[src/rtl/irq_msg_pkg.sv]
package irq_msg_pkg;

    localparam int VEC_W    = 8;
    localparam int DEST_W   = 8;
    localparam int DLV_W    = 3;
    localparam int LO_AW    = 32;
    localparam int MSG_AW   = 64;
    localparam int DATA_W   = 32;

    localparam int DEST_LSB = 12;
    localparam int HINT_BIT = 3;
    localparam int DLOG_BIT = 2;
    localparam int TRIG_BIT = 15;
    localparam int RIRR_BIT = 14;
    localparam int DLV_LSB  = 8;

    typedef enum logic {
        TRIG_EDGE  = 1'b0,
        TRIG_LEVEL = 1'b1
    } trig_e;

    typedef enum logic [DLV_W-1:0] {
        DLV_FIXED  = 3'd0,
        DLV_LOWEST = 3'd1,
        DLV_SMI    = 3'd2,
        DLV_RREAD  = 3'd3,
        DLV_NMI    = 3'd4,
        DLV_INIT   = 3'd5,
        DLV_START  = 3'd6,
        DLV_EXT    = 3'd7
    } dlv_e;

    typedef struct packed {
        logic [DEST_W-1:0] dest;
        logic              dest_log;
        trig_e             trig;
        logic              rirr;
        dlv_e              dlv;
        logic [VEC_W-1:0]  vector;
    } route_t;

    typedef struct packed {
        logic [MSG_AW-1:0] addr;
        logic [DATA_W-1:0] data;
    } msg_t;

    function automatic msg_t build_msg(input route_t r, input logic [LO_AW-1:0] base);
        msg_t             m;
        logic [LO_AW-1:0] lo;
        lo = base
           | (LO_AW'(r.dest) << DEST_LSB)
           | (LO_AW'(1'b1) << HINT_BIT)
           | (LO_AW'(r.dest_log) << DLOG_BIT);
        m.addr = {{(MSG_AW-LO_AW){1'b0}}, lo};
        m.data = (DATA_W'(r.trig) << TRIG_BIT)
               | (DATA_W'(r.rirr) << RIRR_BIT)
               | (DATA_W'(r.dlv) << DLV_LSB)
               | DATA_W'(r.vector);
        return m;
    endfunction

endpackage

[src/rtl/irq_src_track.sv]
module irq_src_track (
    input  logic clk,
    input  logic rst,
    input  logic req,
    input  logic pol,
    input  logic mask,
    input  logic trig,
    input  logic rirr,
    input  logic acc,
    output logic elig
);
    logic eff, req_q, pend_q, rise;

    assign eff  = req ^ pol;
    assign rise = eff & ~req_q;

    always_ff @(posedge clk) begin
        if (rst) begin
            req_q  <= 1'b0;
            pend_q <= 1'b0;
        end else begin
            req_q <= eff;
            if (mask)
                pend_q <= 1'b0;
            else if (rise && !trig)
                pend_q <= 1'b1;
            else if (acc)
                pend_q <= 1'b0;
        end
    end

    assign elig = ~mask & (trig ? (eff & ~rirr) : pend_q);

    // a masked cycle leaves no stored edge behind
    p_mask_drops_edge_r3: assert property (@(posedge clk) disable iff (rst)
        mask |=> !pend_q);

endmodule

[src/rtl/irq_lowest_pick.sv]
module irq_lowest_pick #(
    parameter int N = 24,
    localparam int IW = (N > 1) ? $clog2(N) : 1
) (
    input  logic          clk,
    input  logic          rst,
    input  logic [N-1:0]  elig,
    output logic          any,
    output logic [IW-1:0] idx
);
    always_comb begin
        idx = '0;
        for (int i = N - 1; i >= 0; i--) begin
            if (elig[i]) idx = IW'(i);
        end
    end

    assign any = |elig;

    // the chosen index is one that is actually requesting
    p_pick_is_eligible_r8: assert property (@(posedge clk) disable iff (rst)
        any |-> elig[idx]);

endmodule

[src/rtl/irq_eoi_match.sv]
module irq_eoi_match #(
    parameter int N = 24,
    parameter int VW = 8
) (
    input  logic            eoi_valid,
    input  logic [VW-1:0]   eoi_vec,
    input  logic [VW*N-1:0] ent_vector,
    input  logic [N-1:0]    ent_trig,
    input  logic [N-1:0]    keep,
    output logic [N-1:0]    clr
);
    for (genvar i = 0; i < N; i++) begin : g_cmp
        assign clr[i] = eoi_valid & ent_trig[i]
                      & (ent_vector[i*VW +: VW] == eoi_vec) & ~keep[i];
    end
endmodule

[src/rtl/irq_msg_engine.sv]
module irq_msg_engine
    import irq_msg_pkg::*;
#(
    parameter int N = 24,
    localparam int IW = (N > 1) ? $clog2(N) : 1
) (
    input  logic                clk,
    input  logic                rst,
    input  logic [N-1:0]        irq_req,
    input  logic [N-1:0]        ent_pol,
    input  logic [N-1:0]        ent_mask,
    input  logic [N-1:0]        ent_trig,
    input  logic [N-1:0]        ent_rirr,
    input  logic [N-1:0]        ent_dest_log,
    input  logic [DLV_W*N-1:0]  ent_dlv,
    input  logic [VEC_W*N-1:0]  ent_vector,
    input  logic [DEST_W*N-1:0] ent_dest,
    input  logic [LO_AW-1:0]    addr_base,
    input  logic                eoi_valid,
    input  logic [VEC_W-1:0]    eoi_vec,
    output logic                msg_valid,
    input  logic                msg_ready,
    output logic [MSG_AW-1:0]   msg_addr,
    output logic [DATA_W-1:0]   msg_data,
    output logic [N-1:0]        rirr_set,
    output logic [N-1:0]        rirr_clr,
    output logic [N-1:0]        dlv_status
);
    logic [N-1:0]  elig, acc_vec;
    logic          any, accept, hold_lvl;
    logic [IW-1:0] pick_idx, hold_idx;
    route_t        sel_r;
    msg_t          new_msg, hold_msg;

    assign accept = msg_valid & msg_ready;

    for (genvar i = 0; i < N; i++) begin : g_src
        assign acc_vec[i] = accept & (hold_idx == IW'(i));
        irq_src_track u_trk (
            .clk  (clk),
            .rst  (rst),
            .req  (irq_req[i]),
            .pol  (ent_pol[i]),
            .mask (ent_mask[i]),
            .trig (ent_trig[i]),
            .rirr (ent_rirr[i]),
            .acc  (acc_vec[i]),
            .elig (elig[i])
        );
    end

    irq_lowest_pick #(.N(N)) u_pick (
        .clk  (clk),
        .rst  (rst),
        .elig (elig),
        .any  (any),
        .idx  (pick_idx)
    );

    always_comb begin
        sel_r.dest     = ent_dest[int'(pick_idx)*DEST_W +: DEST_W];
        sel_r.dest_log = ent_dest_log[pick_idx];
        sel_r.trig     = trig_e'(ent_trig[pick_idx]);
        sel_r.rirr     = ent_rirr[pick_idx];
        sel_r.dlv      = dlv_e'(ent_dlv[int'(pick_idx)*DLV_W +: DLV_W]);
        sel_r.vector   = ent_vector[int'(pick_idx)*VEC_W +: VEC_W];
        new_msg        = build_msg(sel_r, addr_base);
    end

    always_ff @(posedge clk) begin
        if (rst) begin
            msg_valid <= 1'b0;
            hold_idx  <= '0;
            hold_lvl  <= 1'b0;
            hold_msg  <= '0;
        end else if (accept) begin
            msg_valid <= 1'b0;
        end else if (!msg_valid && any) begin
            msg_valid <= 1'b1;
            hold_idx  <= pick_idx;
            hold_lvl  <= sel_r.trig == TRIG_LEVEL;
            hold_msg  <= new_msg;
        end
    end

    assign msg_addr   = hold_msg.addr;
    assign msg_data   = hold_msg.data;
    assign rirr_set   = acc_vec & {N{hold_lvl}};
    assign dlv_status = elig;

    irq_eoi_match #(.N(N), .VW(VEC_W)) u_eoi (
        .eoi_valid  (eoi_valid),
        .eoi_vec    (eoi_vec),
        .ent_vector (ent_vector),
        .ent_trig   (ent_trig),
        .keep       (rirr_set),
        .clr        (rirr_clr)
    );

    p_hold_stable_r9: assert property (@(posedge clk) disable iff (rst)
        msg_valid && !msg_ready |=> msg_valid && $stable(msg_addr) && $stable(msg_data));

    p_gap_after_accept_r9: assert property (@(posedge clk) disable iff (rst)
        msg_valid && msg_ready |=> !msg_valid);

    p_set_on_level_accept_r5: assert property (@(posedge clk) disable iff (rst)
        (|rirr_set) |-> msg_valid && msg_ready && msg_data[TRIG_BIT]);

    p_set_onehot_r5: assert property (@(posedge clk) disable iff (rst)
        $onehot0(rirr_set));

    p_level_sent_idle_r5: assert property (@(posedge clk) disable iff (rst)
        $rose(msg_valid) && msg_data[TRIG_BIT] |-> !msg_data[RIRR_BIT]);

    p_set_beats_clr_r7: assert property (@(posedge clk) disable iff (rst)
        (rirr_set & rirr_clr) == '0);

endmodule

[config.mk]
export PLATFORM = sky130hd
export DESIGN_NAME = irq_msg_engine
export DESIGN_NICKNAME = d
export VERILOG_FILES = /design/src/rtl/irq_msg_pkg.sv /design/src/rtl/irq_src_track.sv /design/src/rtl/irq_lowest_pick.sv /design/src/rtl/irq_eoi_match.sv /design/src/rtl/irq_msg_engine.sv
export SDC_FILE = /design/constraint.sdc
export NUM_CORES = 1
export LEC_CHECK = 0
export BUFFER_PORTS_ARGS = -buffer_cell sky130_fd_sc_hd__clkbuf_2
export CAP_MARGIN = 15
export CORE_AREA = 2 2 316 318
export DETAILED_ROUTE_END_ITERATION = 6
export DIE_AREA = 0 0 318 320
export PLACE_DENSITY_LB_ADDON = 0.1
export RECOVER_POWER = 100
export SLEW_MARGIN = 20
export SYNTH_ARGS = -nofsm -noshare
export SYNTH_HDL_FRONTEND = slang
export SYNTH_SLANG_ARGS = --single-unit
[constraint.sdc]
create_clock -name clk -period 7.3 [get_ports clk]
set_clock_uncertainty 0.15 [all_clocks]
set_input_delay 0.73 -clock clk [delete_from_list [all_inputs] [get_ports clk]]
set_output_delay 0.73 -clock clk [all_outputs]
set_load 0.02 [all_outputs]
==> results.py <==
metrics = {
    "drt": {
        "wl_per_cell_um": 28.6,
        "met3_length_mm": 5.78,
        "dr.pass1.iters": 5,
        "highest_layer": "met5",
        "route.detailed.drc": 0,
        "dr_wl_met2_mm": 55.0,
        "totalWireLength_mm": 104,
        "first_iter_violations": 891,
        "ant_nets": 0,
        "met1_length_mm": 41.0,
        "via_per_inst": 4.38,
        "vias": 15900,
    },
    "global_route": {
        "grt_pass1_vias": 16800,
        "grt_pass1_wl_mm": 140,
        "grt_usage": 0.197,
        "overflow": 0,
        "antenna_found_initial": 21,
        "grt_max_degree": 59,
    },
    "final_layout": {
        "regArea_sq_um": 1980,
        "mostFrequentLayoutCells": "clkbuf_2, nand2_1, clkbuf_1, xnor2_1, dfxtp_1",
        "nets": 2982,
        "layout-drive-gt1-share": 0.328,
        "fillers": 11500,
        "syn_to_final_growth_pct": 42.2,
        "multi_input_area_sq_um": 9010,
        "final_common_cell": "clkbuf_2",
    },
    "floorplanning": {
        "initial_core_util": 0.123,
        "ioPinCount": 813,
        "fp.dieW_um": 318,
        "die_h_um": 320,
        "die_area_sq_um": 102000,
        "fp.coreArea_sq_um": 98000,
        "num_rows": 115,
    },
    "clock_network": {
        "clockRootBuffer": "clkbuf_16",
        "cts_buffer_depth": 2,
        "cts_tree": "yes",
        "htree_levels": 3,
        "insertion_delay_ns": 0.41,
        "path_clk_slew_ns": 0.09,
        "cts_inserted_buffers": 9,
        "cts_setup_buffers": 0,
        "cts_resized": 0,
        "cts.sinks": 99,
        "holdBufCountCts": 0,
    },
    "worst_setup_path": {
        "r2r_end": "msg_addr[17]",
        "timing.critical_path.slowest_cell_delay_ns": 1.48,
        "critPathKind": "in2reg",
        "r2r_start": "g_src[9].u_trk.pend_q",
        "worstSetupEndpointType": "flip-flop",
        "reg2reg_slack_ns": 2.11,
        "slowest_stage": "o41ai_1",
        "reg2reg_depth": 12,
        "cp_data_arrival_time_ns": 6.14,
        "path_cells": "clkbuf_1 > clkinv_1 > o41ai_1 > nand2b_1 > or3b_1 > a31o_1 > nand2_8 > buf_4 > buf_4 > mux2i_1 > a221oi_1 > a311oi_1 > a311oi_1",
        "crit_required_ns": 7.29,
        "cp-start-kind": "primary input",
        "cp_max_fo": 35,
    },
    "synth": {
        "synth_edf_count": 0,
        "synth_seq_cells": 99,
        "ys_seq_area_frac": 0.165,
        "syn_inst": 1666,
        "synth_ff_type": "dfxtp_1",
        "synth_area_sq_um": 12000,
        "synthArstFlopShare": 0,
        "synth.distinct_cells": 71,
        "avgSynthCellArea_sq_um": 7.23,
        "yosysWarnings": 0,
    },
    "timing": {
        "slew_headroom": -1.25,
        "hold_ws_ns": 0.311,
        "rsz0062_at_grt": "false",
        "finalMaxSlewViolations": 133,
        "hold_viol": 0,
        "setup_viol": 0,
        "min_period_over_period": 0.842,
        "finalSetupTns_ns": 0,
        "tightest_slew_ns": 3.38,
        "max_clock_freq_mhz": 163,
        "min_period_ns": 6.15,
    },
    "placement": {
        "dp_hpwl_mm": 87.9,
        "gp_congestion": 0.846,
        "port_buffers": 760,
    },
    "power": {
        "vdd_drop_max_mv": 0.129,
        "p_per_area_nw_per_um2": 201,
        "leakagePower_nw": 7.23,
    },
    "worst_hold_path": {
        "hold_class": "reg2reg",
        "hp-start": "msg_addr[10]",
        "min_path_cells": 2,
        "min_to": "msg_addr[10]",
    },
    "run_status": {
        "violations": "max-capacitance violations, max-slew violations",
        "run_status": "complete, but fails checks",
    },
    "job": {
        "max-cap-violations": 4,
    },
}
[critical path, delay by kind of cell]
kind / cells / cell delay [ns]
compound gates: 5 / 2.95
buf+inv: 4 / 1.03
mux: 1 / 0.27
simple gates: 3 / 1.10
[synthesized netlist by cell type, types with 54 or more instances]
cell type / instances / area (sq um)
a221oi_1: 59 / 517
xnor2_1: 117 / 1020
nand3_1: 96 / 480
buf_4: 83 / 623
dfxtp_1: 99 / 1980
nor2_1: 98 / 368
xor2_1: 96 / 841
mux2i_1: 79 / 791
nor3_1: 54 / 270
nand2_1: 248 / 931
clkbuf_1: 54 / 203
a21oi_1: 68 / 340
[through the flow]
step           cells  cell area (sq um)   util  power [mW]  setup WS [ns]
2_1_floorplan   1716              12200      -        1.87           3.74
3_3_place_gp    3614              17000  0.173        2.99           1.26
3_5_place_dp    3614              17000  0.174        3.00           1.28
4_1_cts         3630              17300  0.177        3.58           1.70
5_1_grt         3637              17100  0.175        3.68          0.748
6_report        3637              17100  0.175        3.44           1.15
[sequential cells by signal, indices dropped and copies added, names as in the netlist]
name                cells
g_src.u_trk.pend_q     24
msg_valid               1
hold_idx                5
msg_addr               32
hold_lvl                1
g_src.u_trk.req_q      24
msg_data               12
[report_power, final]
part           switching (mW)  internal [mW]  total [mW]
Combinational            1.54          0.691        2.23
Sequential             0.0495          0.608       0.657
Clock                   0.309          0.243       0.552
Total                    1.90           1.54        3.44
[area by class of cell]
type                       count  share of cell area
clock buffer                   9              0.0132
antenna                        7             0.00102
tap                         1287              0.0940
multi-input combinational   1375               0.526
inverter                      35             0.00767
timing repair buffer         818               0.238
clock inverter                 7             0.00416
sequential                    99               0.116
[how the worst max path moves through the flow]
stage                             from            to  slack, ns  cells after the start
after global routing      ent_trig[12]   msg_data[9]       0.75                     13
after detailed placement   ent_trig[9]  msg_addr[17]       1.28                     13
after global placement     ent_trig[9]  msg_addr[17]       1.26                     13
final                     ent_trig[12]  msg_addr[12]       1.15                     13
after CTS                  ent_trig[9]  msg_addr[17]       1.70                     13
after floorplan            ent_pol[15]   msg_data[2]       3.74                     13
[cells by family (layout without fill, tap and decap cells)]
group | after synthesis | in the layout | share of synthesized area
AOI/OAI and AO/OA | 400 | 400 | 0.254
DFF | 99 | 99 | 0.165
other | 1 | 58 | 0.000311
xor gates and xnor gates | 216 | 216 | 0.159
buffers and inverters | 242 | 869 | 0.108
muxes | 79 | 79 | 0.0657
and+or+nand+nor | 629 | 629 | 0.248
[metal layers]
| layer | up-vias | track usage |
|---|---|---|
| li1 | 7366 | - |
| met5 | - | 0 |
| met1 | 7765 | 0.224 |
| met4 | 14 | 0.0558 |
| met3 | 81 | 0.0367 |
| met2 | 701 | 0.372 |
Power figures use the tool's default switching activity.
